===== src/rtl/dram_ref_pkg.sv =====
package dram_ref_pkg;

  typedef enum logic [2:0] {
    ST_IDLE,
    ST_PRE,
    ST_CSR,
    ST_RAS,
    ST_RP
  } ref_state_t;

  // Round a duration up to whole clock cycles, never fewer than one.
  function automatic int unsigned ns_to_cyc(input longint unsigned ns,
                                            input longint unsigned hz);
    longint unsigned c;
    c = (ns * hz + 64'd999_999_999) / 64'd1_000_000_000;
    if (c == 0) c = 1;
    return 32'(c);
  endfunction

  function automatic int unsigned umax(input int unsigned a, input int unsigned b);
    return (a > b) ? a : b;
  endfunction

endpackage


===== src/rtl/dram_ref_timer.sv =====
module dram_ref_timer #(
  parameter int unsigned LIMIT   = 1560,
  parameter bit          ONESHOT = 1'b0
) (
  input  logic clk,
  input  logic rst_n,
  input  logic en,
  output logic hit
);
  localparam int unsigned CW = $clog2(LIMIT + 1);
  localparam logic [CW-1:0] LIM_V  = CW'(LIMIT);
  localparam logic [CW-1:0] LAST_V = CW'(LIMIT - 1);

  logic [CW-1:0] cnt_q, cnt_d;

  generate
    if (ONESHOT) begin : g_oneshot
      // Counts up to LIMIT once and holds; hit is a level.
      always_comb begin
        cnt_d = cnt_q;
        if (en && (cnt_q != LIM_V)) cnt_d = cnt_q + 1'b1;
      end
      assign hit = (cnt_q == LIM_V);
    end else begin : g_periodic
      // Wraps every LIMIT enabled cycles; hit is a one-cycle pulse.
      logic last;
      assign last = (cnt_q == LAST_V);
      always_comb begin
        cnt_d = '0;
        if (en) cnt_d = last ? '0 : cnt_q + 1'b1;
      end
      assign hit = en && last;
    end
  endgenerate

  always_ff @(posedge clk or negedge rst_n) begin
    if (!rst_n) cnt_q <= '0;
    else        cnt_q <= cnt_d;
  end

endmodule


===== src/rtl/dram_ref_owed.sv =====
module dram_ref_owed #(
  parameter int unsigned WARMUP    = 8,
  parameter int unsigned OWED_MAX  = 8,
  parameter int unsigned URGENT_AT = 4
) (
  input  logic clk,
  input  logic rst_n,
  input  logic pause_done,
  input  logic tick,
  input  logic cycle_done,
  output logic owed_any,
  output logic urgent,
  output logic init_done
);
  localparam int unsigned WW = $clog2(WARMUP + 1);
  localparam int unsigned PW = $clog2(OWED_MAX + 1);
  localparam logic [WW-1:0] WARM_V = WW'(WARMUP);
  localparam logic [PW-1:0] MAX_V  = PW'(OWED_MAX);
  localparam logic [PW-1:0] URG_V  = PW'(URGENT_AT);

  logic [WW-1:0] warm_q, warm_d;
  logic [PW-1:0] pend_q, pend_d;
  logic          init_q, init_d;
  logic          warm_zero, inc, dec;

  assign warm_zero = (warm_q == '0);
  assign inc       = tick && (pend_q != MAX_V);
  assign dec       = cycle_done && warm_zero && (pend_q != '0);

  always_comb begin
    warm_d = warm_q;
    if (cycle_done && !warm_zero) warm_d = warm_q - 1'b1;

    pend_d = pend_q;
    if (inc && !dec)      pend_d = pend_q + 1'b1;
    else if (dec && !inc) pend_d = pend_q - 1'b1;

    init_d = init_q || (pause_done && warm_zero);
  end

  always_ff @(posedge clk or negedge rst_n) begin
    if (!rst_n) begin
      warm_q <= WARM_V;
      pend_q <= '0;
      init_q <= 1'b0;
    end else begin
      warm_q <= warm_d;
      pend_q <= pend_d;
      init_q <= init_d;
    end
  end

  assign owed_any  = (pend_q != '0) || (pause_done && !warm_zero);
  assign urgent    = (pend_q >= URG_V);
  assign init_done = init_q;

endmodule


===== src/rtl/dram_ref_fsm.sv =====
module dram_ref_fsm
  import dram_ref_pkg::*;
#(
  parameter int unsigned PRE_C = 3,
  parameter int unsigned CSR_C = 1,
  parameter int unsigned RAS_C = 6,
  parameter int unsigned CHR_C = 1,
  parameter int unsigned RP_C  = 3
) (
  input  logic clk,
  input  logic rst_n,
  input  logic owed_any,
  input  logic gnt,
  output logic ras_n,
  output logic cas_n,
  output logic busy,
  output logic cycle_done
);
  localparam int unsigned MAXP = umax(umax(PRE_C, CSR_C), umax(umax(RAS_C, CHR_C), RP_C));
  localparam int unsigned PHW  = $clog2(MAXP + 1);

  ref_state_t     st_q, st_d;
  logic [PHW-1:0] cnt_q, cnt_d;
  logic           ras_d, cas_d, ras_q, cas_q;

  function automatic logic at_end(input logic [PHW-1:0] c, input int unsigned len);
    return c == PHW'(len - 1);
  endfunction

  always_comb begin
    st_d       = st_q;
    cnt_d      = cnt_q + 1'b1;
    cycle_done = 1'b0;
    unique case (st_q)
      ST_IDLE: begin
        cnt_d = '0;
        if (owed_any && gnt) st_d = ST_PRE;
      end
      ST_PRE: if (at_end(cnt_q, PRE_C)) begin st_d = ST_CSR; cnt_d = '0; end
      ST_CSR: if (at_end(cnt_q, CSR_C)) begin st_d = ST_RAS; cnt_d = '0; end
      ST_RAS: if (at_end(cnt_q, RAS_C)) begin st_d = ST_RP;  cnt_d = '0; end
      ST_RP: begin
        if (at_end(cnt_q, RP_C)) begin
          st_d       = ST_IDLE;
          cnt_d      = '0;
          cycle_done = 1'b1;
        end
      end
      default: begin st_d = ST_IDLE; cnt_d = '0; end
    endcase
    // Pin levels follow the next state so they change on the same edge.
    ras_d = (st_d != ST_RAS);
    cas_d = !((st_d == ST_CSR) || ((st_d == ST_RAS) && (cnt_d < PHW'(CHR_C))));
  end

  always_ff @(posedge clk or negedge rst_n) begin
    if (!rst_n) begin
      st_q  <= ST_IDLE;
      cnt_q <= '0;
      ras_q <= 1'b1;
      cas_q <= 1'b1;
    end else begin
      st_q  <= st_d;
      cnt_q <= cnt_d;
      ras_q <= ras_d;
      cas_q <= cas_d;
    end
  end

  assign ras_n = ras_q;
  assign cas_n = cas_q;
  assign busy  = (st_q != ST_IDLE);

endmodule


===== src/rtl/dram_refresh_seq.sv =====
module dram_refresh_seq
  import dram_ref_pkg::*;
#(
  parameter int unsigned CLK_HZ    = 100_000_000,
  parameter int unsigned PAUSE_NS  = 200_000,
  parameter int unsigned REFI_NS   = 15_600,
  parameter int unsigned WARMUP    = 8,
  parameter int unsigned OWED_MAX  = 8,
  parameter int unsigned URGENT_AT = 4,
  parameter int unsigned T_CSR_NS  = 10,
  parameter int unsigned T_CHR_NS  = 10,
  parameter int unsigned T_RAS_NS  = 50,
  parameter int unsigned T_RC_NS   = 90,
  parameter int unsigned T_RP_NS   = 30
) (
  input  logic clk,
  input  logic rst_n,
  input  logic ref_gnt,
  output logic ref_req,
  output logic ref_urgent,
  output logic init_done,
  output logic ras_n,
  output logic cas_n,
  output logic we_n
);
  localparam int unsigned PAUSE_CYC = ns_to_cyc(PAUSE_NS, CLK_HZ);
  localparam int unsigned REFI_CYC  = ns_to_cyc(REFI_NS, CLK_HZ);
  localparam int unsigned PRE_CYC   = ns_to_cyc(T_RP_NS, CLK_HZ);
  localparam int unsigned CSR_CYC   = ns_to_cyc(T_CSR_NS, CLK_HZ);
  localparam int unsigned CHR_CYC   = ns_to_cyc(T_CHR_NS, CLK_HZ);
  localparam int unsigned RAS_CYC   = ns_to_cyc(umax(T_RAS_NS, T_RC_NS - T_RP_NS), CLK_HZ);
  localparam int unsigned RP_CYC    = ns_to_cyc(T_RP_NS, CLK_HZ);

  logic [1:0] rst_sync;
  logic       rst_s_n;
  logic       pause_done, tick, owed_any, busy, cycle_done, init_q;

  always_ff @(posedge clk or negedge rst_n) begin
    if (!rst_n) rst_sync <= 2'b00;
    else        rst_sync <= {rst_sync[0], 1'b1};
  end
  assign rst_s_n = rst_sync[1];

  dram_ref_timer #(.LIMIT(PAUSE_CYC), .ONESHOT(1'b1)) u_pause (
    .clk(clk), .rst_n(rst_s_n), .en(1'b1), .hit(pause_done)
  );

  dram_ref_timer #(.LIMIT(REFI_CYC), .ONESHOT(1'b0)) u_interval (
    .clk(clk), .rst_n(rst_s_n), .en(init_q), .hit(tick)
  );

  dram_ref_owed #(.WARMUP(WARMUP), .OWED_MAX(OWED_MAX), .URGENT_AT(URGENT_AT)) u_owed (
    .clk(clk), .rst_n(rst_s_n), .pause_done(pause_done), .tick(tick),
    .cycle_done(cycle_done), .owed_any(owed_any), .urgent(ref_urgent),
    .init_done(init_q)
  );

  dram_ref_fsm #(.PRE_C(PRE_CYC), .CSR_C(CSR_CYC), .RAS_C(RAS_CYC),
                 .CHR_C(CHR_CYC), .RP_C(RP_CYC)) u_fsm (
    .clk(clk), .rst_n(rst_s_n), .owed_any(owed_any), .gnt(ref_gnt),
    .ras_n(ras_n), .cas_n(cas_n), .busy(busy), .cycle_done(cycle_done)
  );

  assign ref_req   = owed_any || busy;
  assign init_done = init_q;
  assign we_n      = 1'b1;

endmodule


===== config.mk =====
export PLATFORM = sky130hd
export DESIGN_NAME = dram_refresh_seq
export DESIGN_NICKNAME = d
export VERILOG_FILES = /design/src/rtl/dram_ref_pkg.sv /design/src/rtl/dram_ref_timer.sv /design/src/rtl/dram_ref_owed.sv /design/src/rtl/dram_ref_fsm.sv /design/src/rtl/dram_refresh_seq.sv
export SDC_FILE = /design/constraint.sdc
export NUM_CORES = 1
export LEC_CHECK = 0
export CAP_MARGIN = 20
export CORE_UTILIZATION = 50
export CTS_CLUSTER_DIAMETER = 120
export DETAILED_ROUTE_END_ITERATION = 12
export PLACE_DENSITY_LB_ADDON = 0.05
export REMOVE_ABC_BUFFERS = 1
export SYNTH_ARGS = -nofsm -noshare
export SYNTH_HDL_FRONTEND = slang
export SYNTH_SLANG_ARGS = --single-unit

===== constraint.sdc =====
create_clock -name clk -period 1.54 [get_ports clk]
set_input_delay 0.308 -clock clk [delete_from_list [all_inputs] [get_ports clk]]
set_output_delay 0.308 -clock clk [all_outputs]
set_load 0.005 [all_outputs]

# ---- Word level (Yosys, flattened, before mapping)
# Index checks and enable logic that the tools add are counted.
dict set report totals {
  latch_bits 0
  romBits 0
  elab_cells 73
  out_inout_bits 6
  ramBits 0
  register_bits 45
  input_bits 3
  n_memories 0
}
dict set report classes {
  add_sub_neg 6
  n_div 0
  n_mul 0
  n_shift 0
  reduce_logical 26
  bitwise 0
  mux 16
  eq_ne 13
  order_cmp 2
}
# op n
set op_table {}
lappend op_table {{$mux W3} 8}
lappend op_table {{$mux W11} 2}
lappend op_table {{$add A15 B1 Y15 const B} 1}
lappend op_table {{$eq A15 B15 Y1 const B} 1}
lappend op_table {{$eq A3 B2 Y1 const B} 5}
lappend op_table {{$ne A15 B15 Y1 const B} 1}
lappend op_table {{$pmux W3 S5} 1}
lappend op_table {{$add A11 B1 Y11 const B} 1}
lappend op_table {{$eq A11 B11 Y1 const B} 1}
lappend op_table {{$logic_and A1 B1 Y1} 11}
lappend op_table {{$pmux W3 S3} 1}
lappend op_table {{$mux W4} 2}
lappend op_table {{$sub A4 B1 Y4 const B} 2}
lappend op_table {{$eq A3 B3 Y1 const B} 2}
lappend op_table {{$logic_not A3 Y1} 2}
lappend op_table {{$add A4 B1 Y4 const B} 1}
lappend op_table {{$ge A4 B3 Y1 const B} 1}
lappend op_table {{$logic_not A1 Y1} 4}
lappend op_table {{$logic_not A4 Y1} 1}
lappend op_table {{$logic_or A1 B1 Y1} 4}
lappend op_table {{$ne A4 B4 Y1 const B} 1}
lappend op_table {{$reduce_bool A4 Y1} 1}
lappend op_table {{$add A3 B1 Y3 const B} 1}
lappend op_table {{$eq A3 B1 Y1 const B} 1}
lappend op_table {{6 further kinds} 7}

# ---- Depth between registers and ports, before layout
# Gate-level depths: netlist of the first run.
dict set report depth {
  word_depth 11
  depth_mapped 11
}

# ---- By module
# From an unflattened synthesis of the first run, not the netlist that was laid out.
dict set report hier_totals {
  cells_unflattened 231
  area_unflattened_um2 2439.8
}
# module cells_each seq_area_each_um2 area_per_inst_um2 n_inst
set by_module_without_submodules {}
lappend by_module_without_submodules {{dram_ref_timer (u_pause)} 60 375.4 720.7 1}
lappend by_module_without_submodules {dram_ref_owed 58 226.5 574.3 1}
lappend by_module_without_submodules {{dram_ref_timer (u_interval)} 53 275.3 545.5 1}
lappend by_module_without_submodules {dram_ref_fsm 55 202.7 531.8 1}
lappend by_module_without_submodules {dram_refresh_seq 5 50.0 67.6 1}

# ---- Worst setup path after synthesis of the first run
# OpenSTA, ideal clock, no wires.
dict set report synth_timing {
  path_kind {reg2reg}
  startpoint {register u_interval.cnt_q[0]}
  endpoint {register u_owed.pend_q[3]}
  n_path_buf 0
  arrival_ns 2.245
  stages_incl_launch_ff 12
  setup_slack_ns -0.785
  t_required_ns 1.460
  setup_ns 0.080
  path_cell_list {dfrtp_1 > ha_1 > nor4bb_1 > nand4b_1 > nor2_1 > ha_1 > inv_1 > ha_1 > a21o_1 > a21oi_1 > mux2i_1 > xnor2_1}
}
dict set report synth_via {
  elab_chain_len 6
  elab_cells_between_ends 8
}
# item line_no
set synth_lines {}
lappend synth_lines {{start, declared} dram_ref_timer.sv:14} ;# logic [CW-1:0] cnt_q, cnt_d;
lappend synth_lines {{start signal, assigned} dram_ref_timer.sv:38} ;# else cnt_q <= cnt_d;
lappend synth_lines {{$eq A11 B11 Y1 (*)} dram_ref_timer.sv:27} ;# assign last = (cnt_q == LAST_V);
lappend synth_lines {{$logic_and A1 B1 Y1 (*)} dram_ref_timer.sv:32} ;# assign hit = en && last;
lappend synth_lines {{$logic_and A1 B1 Y1 (*)} dram_ref_owed.sv:27} ;# assign inc = tick && (pend_q != MAX_V);
lappend synth_lines {{$logic_not A1 Y1} dram_ref_owed.sv:36} ;# else if (dec && !inc) pend_d = pend_q - 1'b1;
lappend synth_lines {{$logic_and A1 B1 Y1} dram_ref_owed.sv:36}
lappend synth_lines {{$reduce_bool A2 Y1 (no line)} -}
lappend synth_lines {{end signal, assigned} dram_ref_owed.sv:48} ;# pend_q <= pend_d;
lappend synth_lines {{end, declared} dram_ref_owed.sv:22} ;# logic [PW-1:0] pend_q, pend_d;
# Every way passes the cells marked *; elsewhere a longest branch is shown, timed or not.
# A chain may end at the register's enable or synchronous reset.

# ---- Worst setup path in the final report of the first run
dict set report layout_timing {
  startpoint {register u_interval.cnt_q[6]}
  endpoint {register u_owed.pend_q[1]}
}
dict set report layout_via {
  elab_cells_between_ends 8
}
# item line_no
set layout_rtl {}
lappend layout_rtl {{$eq A11 B11 Y1} dram_ref_timer.sv:27}
lappend layout_rtl {{$logic_and A1 B1 Y1} dram_ref_timer.sv:32}
lappend layout_rtl {{$logic_and A1 B1 Y1} dram_ref_owed.sv:27}
lappend layout_rtl {{$logic_and A1 B1 Y1} dram_ref_owed.sv:35} ;# if (inc && !dec) pend_d = pend_q + 1'b1;
lappend layout_rtl {{$mux W4} dram_ref_owed.sv:35}
lappend layout_rtl {{net u_owed.pend_d[1]} dram_ref_owed.sv:22}
# The timed path passes the listed nets, and every way through them passes these cells.

==> impl_metrics.json, run 1 <==
{
  "crit_required_ns": 1.73,
  "rsz0062_at_grt": "true",
  "drt_iter0_markers": 105,
  "final_cell_count_no_fill": 359,
  "drive_gt1_frac": 0.489,
  "grt_max_degree": 44,
  "dieArea_mm2": 0.00511,
  "synth-edff-count": 0,
  "ant_nets": 0,
  "grtUsageTotal": 0.222,
  "async_flop_share": 1.00,
  "nNetsFinal": 322,
  "first_pass_iters": 4,
  "place.port_buffers": 7,
  "finalWeightedCongestion": 0.805,
  "ys_ff_latch": 45,
  "start_kind": "flip-flop",
  "status": "finished with violations",
  "synth_compound_area_frac": 0.0617,
  "crit_path_end": "u_owed.pend_q[1]",
  "synth_top_family_by_area": "simple AND/OR/NAND/NOR gates",
  "synthAdderAreaFrac": 0.0705,
  "fmax_ghz": 0.425,
  "areaGrowthSynthToFinish_pct": 45.8,
  "endpoint_kind": "flip-flop",
  "cts_tree": "done",
  "violations": "setup timing",
  "synth_seq_area_share": 0.468,
  "syn_area_per_cell_um2": 11.0,
  "diodes": 0,
  "overflow": 0,
  "holdCritPathClass": "primary input to asynchronous set/reset pin",
  "reg2reg_depth": 8,
  "dpl.cell_count": 334,
  "coreArea_mm2": 0.00450,
  "rr_startpoint": "u_interval.cnt_q[6]",
  "cp_top_family": "simple AND/OR/NAND/NOR gates",
  "floorplan.initialDensity": 0.536,
  "yosys_most_used_dff": "dfrtp_1",
  "cp.arrival_ns": 2.55,
  "setup_ws_ns": -0.814,
  "worstSkewPairLatency_ns": 0.30,
  "synth_xor_area_frac": 0.105,
  "synth_warnings": 0,
  "grt_pass1_vias": 1968,
  "p_leak_nw": 1.63,
  "routed_wl_um": 5580,
  "fin_area_mm2": 0.00352,
  "synth_area_mm2": 0.00241,
  "grt_pass1_wl_um": 8680,
  "vias": 1929,
  "crit_slowest_cell": "fa_2",
  "antenna_found_initial": 0,
  "slew_violations": 0,
  "path_clk_slew_ns": 0.09,
  "vdd_ir_drop_max_v": 0.000580,
  "r2r_end": "u_owed.pend_q[1]",
  "synthSimpleGateAreaFrac": 0.246,
  "finalSetupViolations": 12,
  "power.density_mw_per_mm2": 560,
  "clock_path_buffers": 2,
  "crit_cells": 8,
  "worstPathMaxFanout": 3,
  "synthMuxAreaShare": 0.0135,
  "syn_inst": 219,
  "period_share": 1.53,
  "via_per_inst": 5.37,
  "yosysUniqueCellTypes": 59,
  "die_x_um": 71.5,
  "crit_path_start": "u_interval.cnt_q[6]",
  "route.detailed.drc": 0,
  "hold_viol_final": 0,
  "row_count": 24,
  "cts_hold_buf": 0,
  "crit_type": "flip-flop to flip-flop",
  "min_period_ns": 2.35,
  "dpl_cell_area_mm2": 0.00297,
  "dp_slack_ns": -0.943,
  "post-route-util": 0.781,
  "ios": 9,
  "drv_cap": 0,
  "post-dp-hpwl_um": 3460,
  "root_buffer": "clkbuf_8",
  "fill_cells": 272,
  "max-slew-margin-rel": 0.636,
  "skew_ns": 0.00636,
  "critPathMaxStageDelay_ns": 0.46,
  "h-tree-depth": 2,
  "critPathBufInv": 2,
  "worst_slew_pin_slew_ns": 0.546,
  "cts.sinks": 45,
  "crit_chain": "nor4bb_2 > nand4b_1 > nor2_2 > ha_4 > inv_4 > buf_6 > fa_2 > mux2_4",
  "r2r_setup_slack_ns": -0.81,
  "cts-buffers-inserted": 5,
  "die_height_um": 71.5,
  "drt-wirelength-per-cell_um": 15.6
}
synth_stat cells, types with 2 or more instances:
library cell / count / area, µm²
a21oi_1: 2 / 10.0
or3b_1: 2 / 17.5
o41ai_1: 2 / 17.5
nor4bb_1: 2 / 20.0
nand2_1: 21 / 78.8
nor2_1: 19 / 71.3
dfrtp_1: 42 / 1050
xor2_1: 13 / 114
nor3b_1: 3 / 22.5
inv_1: 10 / 37.5
nand4_1: 5 / 31.3
nor2_2: 3 / 18.8
dfstp_2: 3 / 78.8
o21ai_0: 5 / 25.0
and3_1: 5 / 31.3
nand3_1: 6 / 30.0
and2_1: 4 / 25.0
o21ai_1: 2 / 10.0
ha_1: 12 / 150
xnor2_1: 16 / 140
buf_6: 2 / 22.5
nor4b_2: 2 / 30.0
nand4b_1: 2 / 17.5
how the worst min path moves through the flow:
stage / from / endpoint / slack, ns / cells past startpoint
6_report: rst_n / rst_sync[0] / 0.15 / 1
3_3_place_gp: rst_sync[1] / u_pause.cnt_q[11] / 0.33 / 1
3_5_place_dp: rst_sync[1] / u_pause.cnt_q[11] / 0.34 / 1
4_1_cts: rst_n / rst_sync[1] / 0.14 / 1
5_1_grt: rst_n / rst_sync[0] / 0.14 / 1
2_1_floorplan: rst_n / rst_sync[0] / 0.01 / 0
through the flow:
step	total power, mW	hold WS (ns)	TNS (ns)
2_1_floorplan	1.23	0.0124	-1.89
3_3_place_gp	1.24	0.330	-3.34
3_5_place_dp	1.24	0.343	-3.87
4_1_cts	1.99	0.141	-2.93
5_1_grt	2.05	0.143	-4.61
6_report	1.97	0.153	-3.37
sequential cells by signal, indices dropped and copies added (netlist names):
| name | cells |
|---|---|
| u_owed.pend_q | 4 |
| u_fsm.ras_n | 1 |
| u_interval.cnt_q | 11 |
| rst_sync | 2 |
| u_pause.cnt_q | 15 |
| u_owed.warm_q | 4 |
| u_fsm.cnt_q | 3 |
| u_fsm.st_q | 3 |
| u_fsm.cas_n | 1 |
| u_owed.init_done | 1 |
cell usage in the layout, fill, tap and decap left out, types with 4 or more instances in the layout:
cell type / synthesis / final
inv_2: 0 / 5
dfrtp_1: 42 / 42
buf_4: 1 / 68
nand3_1: 6 / 5
xnor2_1: 16 / 13
nor2_1: 19 / 18
buf_6: 2 / 11
clkbuf_8: 0 / 5
and2_1: 4 / 4
xor2_1: 13 / 13
ha_4: 0 / 7
o21ai_1: 2 / 4
nand2_1: 21 / 19
and3_1: 5 / 4
nand4_1: 5 / 5
area by class of cell:
class,instances,area (µm²),share of cell area
Multi-Input combinational cell,159,1510,0.428
Clock buffer,5,68.8,0.0196
Clock inverter,3,22.5,0.00640
Inverter,10,42.5,0.0121
Sequential cell,45,1130,0.321
Tap cell,52,65.1,0.0185
Timing Repair Buffer,85,686,0.195
metal layers:
layer / vias up / GRT usage / share of wire
li1: 930 / - / -
met1: 960 / 0.280 / 0.45
met2: 31 / 0.374 / 0.51
met3: 8 / 0.0563 / 0.025
met4: 0 / 0.0763 / 0.014
met5: - / 0 / 0
kinds of logic after synthesis:
kind of cell               count (synthesis)
buffers and inverters                     16
and+or+nand+nor                           91
AOI/OAI and AO/OA                         21
xor gates and xnor gates                  29
adders and majority gates                 13
DFF                                       45
muxes                                      3
other                                      1
worst reg2reg max path: stages, from the launching register on:
cell and delay, ns:
dfrtp_1 0.39, nor4bb_2 0.34, nand4b_1 0.25, nor2_2 0.21, ha_4 0.16, inv_4 0.04
buf_6 0.12, fa_2 0.46, mux2_4 0.28
power breakdown:
group          internal, mW  switching [mW]  total, mW
Clock                 0.319           0.433      0.752
Sequential             1.18        0.000760       1.18
Combinational        0.0103          0.0263     0.0366
timing repair:
item | in CTS | in global routing
pin swaps | 17 | 21
buffers inserted | 8 | 14
endpoints found under the setup margin | 15 | 26
gates resized for setup | 46 | 41
Power figures use the tool's default switching activity.
==> inputs of run 2 (changes only) <==
- clock period: 1.54 -> 1.9 ns (I/O delays scaled with it)
==> run 2 against run 1 <==
The run still ends with setup timing left. Sequential share of layout area grew 3.9 points. Via count fell by 8.0%. Register-to-register slack improved by 0.42 ns. Worst setup slack improved by 0.42 ns. Sequential power fell by 19%. Maximum frequency rose by 2.8%. First-iteration DRC count up 11%. Global-route usage fell by 1.1 points. Clock skew up 0.00071 ns. Cell count decreased by 6.1%. Routed wire length shrank 14%. Power decreased by 13%. Critical path type unchanged. Largest cell class unchanged.
==> impl_metrics.json, run 2 (synthesis gave the netlist of run 1 again) <==
{
  "drv_cap": 0,
  "layout_common_cells": "buf_4, dfrtp_1, nand2_1",
  "place.port_buffers": 7,
  "largest_reg_flops": 15,
  "worst_slew_pin_slew_ns": 0.525,
  "nNetsFinal": 300,
  "holdCritPathClass": "primary input to asynchronous set/reset pin",
  "p_leak_nw": 1.49,
  "finalWeightedCongestion": 0.857,
  "rsz0062_at_grt": "true",
  "vias": 1775,
  "ant_nets": 0,
  "fin_setup_tns_ns": -1.25,
  "status": "finished with violations",
  "ios": 9,
  "clock_path_buffers": 2,
  "grt_pass1_wl_um": 8290,
  "min_period_ns": 2.29,
  "cts_hold_buf": 0,
  "grtUsageTotal": 0.211,
  "coreArea_mm2": 0.00450,
  "root_buffer": "clkbuf_8",
  "max-slew-margin-rel": 0.650,
  "floorplan.initialDensity": 0.536,
  "cts.sinks": 45,
  "worstSkewPairLatency_ns": 0.29,
  "top_register": "u_pause.cnt_q",
  "crit_required_ns": 2.11,
  "routed_wl_um": 4780,
  "endpoint_kind": "flip-flop",
  "path_clk_slew_ns": 0.08,
  "overflow": 0,
  "finalSetupViolations": 4,
  "final_cell_count_no_fill": 337,
  "crit_type": "flip-flop to flip-flop",
  "grt_pass1_vias": 1780,
  "row_count": 24,
  "power.density_mw_per_mm2": 550,
  "cp.arrival_ns": 2.50,
  "antenna_found_initial": 0,
  "crit_path_start": "u_interval.cnt_q[8]",
  "setup_ws_ns": -0.390,
  "die_height_um": 71.5,
  "post-dp-hpwl_um": 3490,
  "rr_startpoint": "u_interval.cnt_q[8]",
  "start_kind": "flip-flop",
  "dpl.cell_count": 327,
  "via_per_inst": 5.27,
  "final_common_cell": "buf_4",
  "dieArea_mm2": 0.00511,
  "grt_max_degree": 44,
  "worstPathMaxFanout": 3,
  "die_x_um": 71.5,
  "first_pass_iters": 4,
  "slew_violations": 0,
  "drive_gt1_frac": 0.347,
  "drt_iter0_markers": 117,
  "period_share": 1.21,
  "r2r_setup_slack_ns": -0.39,
  "fmax_ghz": 0.437,
  "drt-wirelength-per-cell_um": 14.2,
  "violations": "setup timing",
  "post-route-util": 0.697,
  "skew_ns": 0.00707,
  "vdd_ir_drop_max_v": 0.000545,
  "areaGrowthSynthToFinish_pct": 30.0,
  "h-tree-depth": 2,
  "route.detailed.drc": 0,
  "cts-buffers-inserted": 5,
  "cts_tree": "done",
  "largestRegisters": "u_pause.cnt_q x15, u_interval.cnt_q x11",
  "hold_viol_final": 0,
  "diodes": 0
}
==> run 2: power breakdown <==
group          total [mW]  switching [mW]  internal [mW]
sequential          0.960        0.000524          0.959
combinational      0.0269          0.0197        0.00722
clock               0.738           0.309          0.429
==> run 2: worst paths after layout <==
check / to / depth (start not counted)
max: u_owed.pend_q[3] / 10
min: rst_sync[0] / 1
max reg2reg: u_owed.pend_q[3] / 10
min reg2reg: u_pause.cnt_q[4] / 1
max in group asynchronous: u_interval.cnt_q[3] / 1
min in group clk: rst_sync[1] / 0
==> run 2: final cells by class <==
cell class	count	area, µm²
multi-input combinational	159	1290
inverter	10	37.5
timing repair buffer	63	493
sequential	45	1130
fill	334	1370
tap	52	65.1
clock buffer	7	86.3
clock inverter	1	30.0
==> run 2: stage by stage <==
step	hold WS (ns)	worst slack [ns]	total power [mW]	area [µm²]
final	0.244	-0.390	1.72	3140
after global routing	0.227	-0.609	1.79	3140
after CTS	0.234	-0.369	1.74	3090
after detailed placement	0.331	-0.523	1.01	2910
after global placement	0.326	-0.462	1.01	2910
after floorplan	0.0844	-0.425	0.994	2370
==> run 2: routing by layer <==
layer	track usage	vias to the layer above	share of wire
li1	-	882	-
met4	0.0523	0	0.0077
met2	0.338	21	0.48
met5	0	-	0
met1	0.297	868	0.49
met3	0.0422	4	0.022
==> run 2: what timing repair did <==
item,4_1_cts,5_1_grt
buffers inserted,1,1
endpoints found under the hold margin,0,0
pin swaps,9,6
gates resized for setup,14,10
setup endpoints to repair,5,5
==> run 2: critical path, stage by stage, from the launching register on <==
cell and delay [ns]:
dfrtp_1 0.39, nor4bb_2 0.33, nand4b_1 0.22, nor2_1 0.16, ha_2 0.20, inv_2 0.06, ha_4 0.21, a21o_1 0.16
a21oi_2 0.12, mux2i_1 0.23, xnor2_1 0.13
==> inputs of run 3 (changes only) <==
- DONT_BUFFER_PORTS: unset -> 1
==> run 3 against run 2 <==
The run still ends with setup timing left. Design area shrank 5.6%. Critical path depth increased by 1. Sequential power about the same. Die area did not move. Critical path type unchanged.
==> impl_metrics.json, run 3 (synthesis gave the netlist of run 1 again) <==
{
  "status": "finished with violations",
  "violations": "setup timing",
  "largest_reg_flops": 15,
  "drv_cap": 0,
  "drt-wirelength-per-cell_um": 14.5,
  "cp_top_family": "adder cells",
  "clock_path_buffers": 2,
  "skew_ns": 0.00432,
  "largestRegisters": "u_pause.cnt_q x15, u_interval.cnt_q x11",
  "die_x_um": 71.5,
  "total_power_mw": 1.72,
  "diodes": 0,
  "cp.arrival_ns": 2.50,
  "cts_tree": "done",
  "met1_length_um": 2140,
  "top_layer": "met4",
  "coreArea_mm2": 0.00450,
  "critPathBufInv": 1,
  "nNetsFinal": 279,
  "rsz0062_at_grt": "true",
  "period_share": 1.20,
  "grt_max_degree": 44,
  "finalWeightedCongestion": 0.860,
  "die_height_um": 71.5,
  "worstSkewPairLatency_ns": 0.29,
  "worstPathMaxFanout": 2,
  "antenna_found_initial": 0,
  "cts.sinks": 45,
  "drive_gt1_frac": 0.311,
  "holdCritPathClass": "primary input to asynchronous set/reset pin",
  "grtUsageTotal": 0.205,
  "routed_wl_um": 4590,
  "slew_violations": 0,
  "dp_slack_ns": -0.629,
  "cpMostUsedCell": "ha_2",
  "crit_slowest_cell": "dfrtp_1",
  "post-dp-hpwl_um": 3340,
  "path_clk_slew_ns": 0.08,
  "vias": 1703,
  "top_register": "u_pause.cnt_q",
  "place.port_buffers": 0,
  "fill_cells": 360,
  "areaGrowthSynthToFinish_pct": 22.8,
  "first_pass_iters": 4,
  "critPathMaxStageDelay_ns": 0.36,
  "hold_viol_final": 0,
  "ant_nets": 0,
  "cts-buffers-inserted": 5,
  "setup_ws_ns": -0.386,
  "min_period_ns": 2.29,
  "fmax_ghz": 0.437,
  "detailroute.wirelength.met2_um": 2210,
  "power.density_mw_per_mm2": 580,
  "vdd_ir_drop_max_v": 0.000493,
  "grt_pass1_vias": 1743,
  "max-slew-margin-rel": 0.643,
  "row_count": 24,
  "drt_iter0_markers": 104,
  "final_common_cell": "dfrtp_1",
  "via_per_inst": 5.39,
  "p_leak_nw": 1.38,
  "ios": 9,
  "crit_type": "flip-flop to flip-flop",
  "fin_area_mm2": 0.00296,
  "layout_common_cells": "dfrtp_1, buf_4, nand2_1",
  "start_kind": "flip-flop",
  "dpl_cell_area_mm2": 0.00273,
  "floorplan.initialDensity": 0.536,
  "h-tree-depth": 2,
  "crit_chain": "ha_2 > nor4bb_4 > nand4b_1 > nor2_1 > ha_2 > inv_2 > ha_4 > a21o_1 > a21oi_2 > mux2i_1 > xnor2_1",
  "endpoint_kind": "flip-flop",
  "root_buffer": "clkbuf_8",
  "fin_setup_tns_ns": -1.05,
  "wl_met3_um": 183,
  "worst_slew_pin_slew_ns": 0.535,
  "grt_pass1_wl_um": 8040,
  "overflow": 0,
  "crit_required_ns": 2.12,
  "finalSetupViolations": 4,
  "route.detailed.drc": 0,
  "dieArea_mm2": 0.00511
}
[run 3: what timing repair did]
| action | CTS | global route |
|---|---|---|
| hold endpoints to repair | 2 | 0 |
| resized for setup | 16 | 2 |
| pin swaps | 10 | 2 |
| setup buffers | 3 | 0 |
| hold buffers | 1 | 0 |
| endpoints found under the setup margin | 4 | 6 |
[run 3: layout make-up]
cell class	instances	area, µm²	share of cell area
well taps	52	65.1	0.0220
flip-flops and latches	45	1130	0.382
multi-input cells	159	1290	0.435
clock buffers	7	86.3	0.0291
repair buffers	42	325	0.110
clock inverters	1	30.0	0.0101
inverters	10	37.5	0.0127
[run 3: worst paths after layout]
path,start,endpoint,slack [ns],depth (start not counted)
max in group asynchronous,rst_sync[1],u_fsm.cas_n,1.19,1
min in group clk,rst_sync[0],rst_sync[1],0.37,0
setup / recovery,u_interval.cnt_q[0],u_owed.pend_q[3],-0.39,11
hold reg to reg,rst_sync[1],u_pause.cnt_q[9],0.33,1
hold / removal,rst_n,rst_sync[0],0.31,1
setup reg to reg,u_interval.cnt_q[0],u_owed.pend_q[3],-0.39,11
[run 3: through the flow]
stage          instances  hold slack (ns)  utilization
6_report             316            0.309        0.658
5_1_grt              316            0.304        0.658
4_1_cts              317            0.303        0.657
3_5_place_dp         305           0.0844        0.607
3_3_place_gp         305           0.0844        0.607
2_1_floorplan        214           0.0844            -
[run 3: where the power goes]
part | internal, mW | switching [mW] | total [mW]
clock network | 0.429 | 0.308 | 0.737
logic | 0.00381 | 0.0194 | 0.0232
registers | 0.959 | 0.000614 | 0.960
total | 1.39 | 0.328 | 1.72
[run 3: routing by layer]
metal	GRT usage	vias to the layer above
met1	0.276	832
met4	0.0588	0
met3	0.0478	6
met5	0	-
met2	0.335	28
li1	-	837
[run 3: worst reg2reg max path: cells and delay by family, from the launching register on]
family	cells	cell delay, ns
fa+ha+maj	3	0.59
simple gates	3	0.53
flops	1	0.36
compound gates	2	0.30
mux	1	0.24
xor+xnor	1	0.14
buf+inv	1	0.06
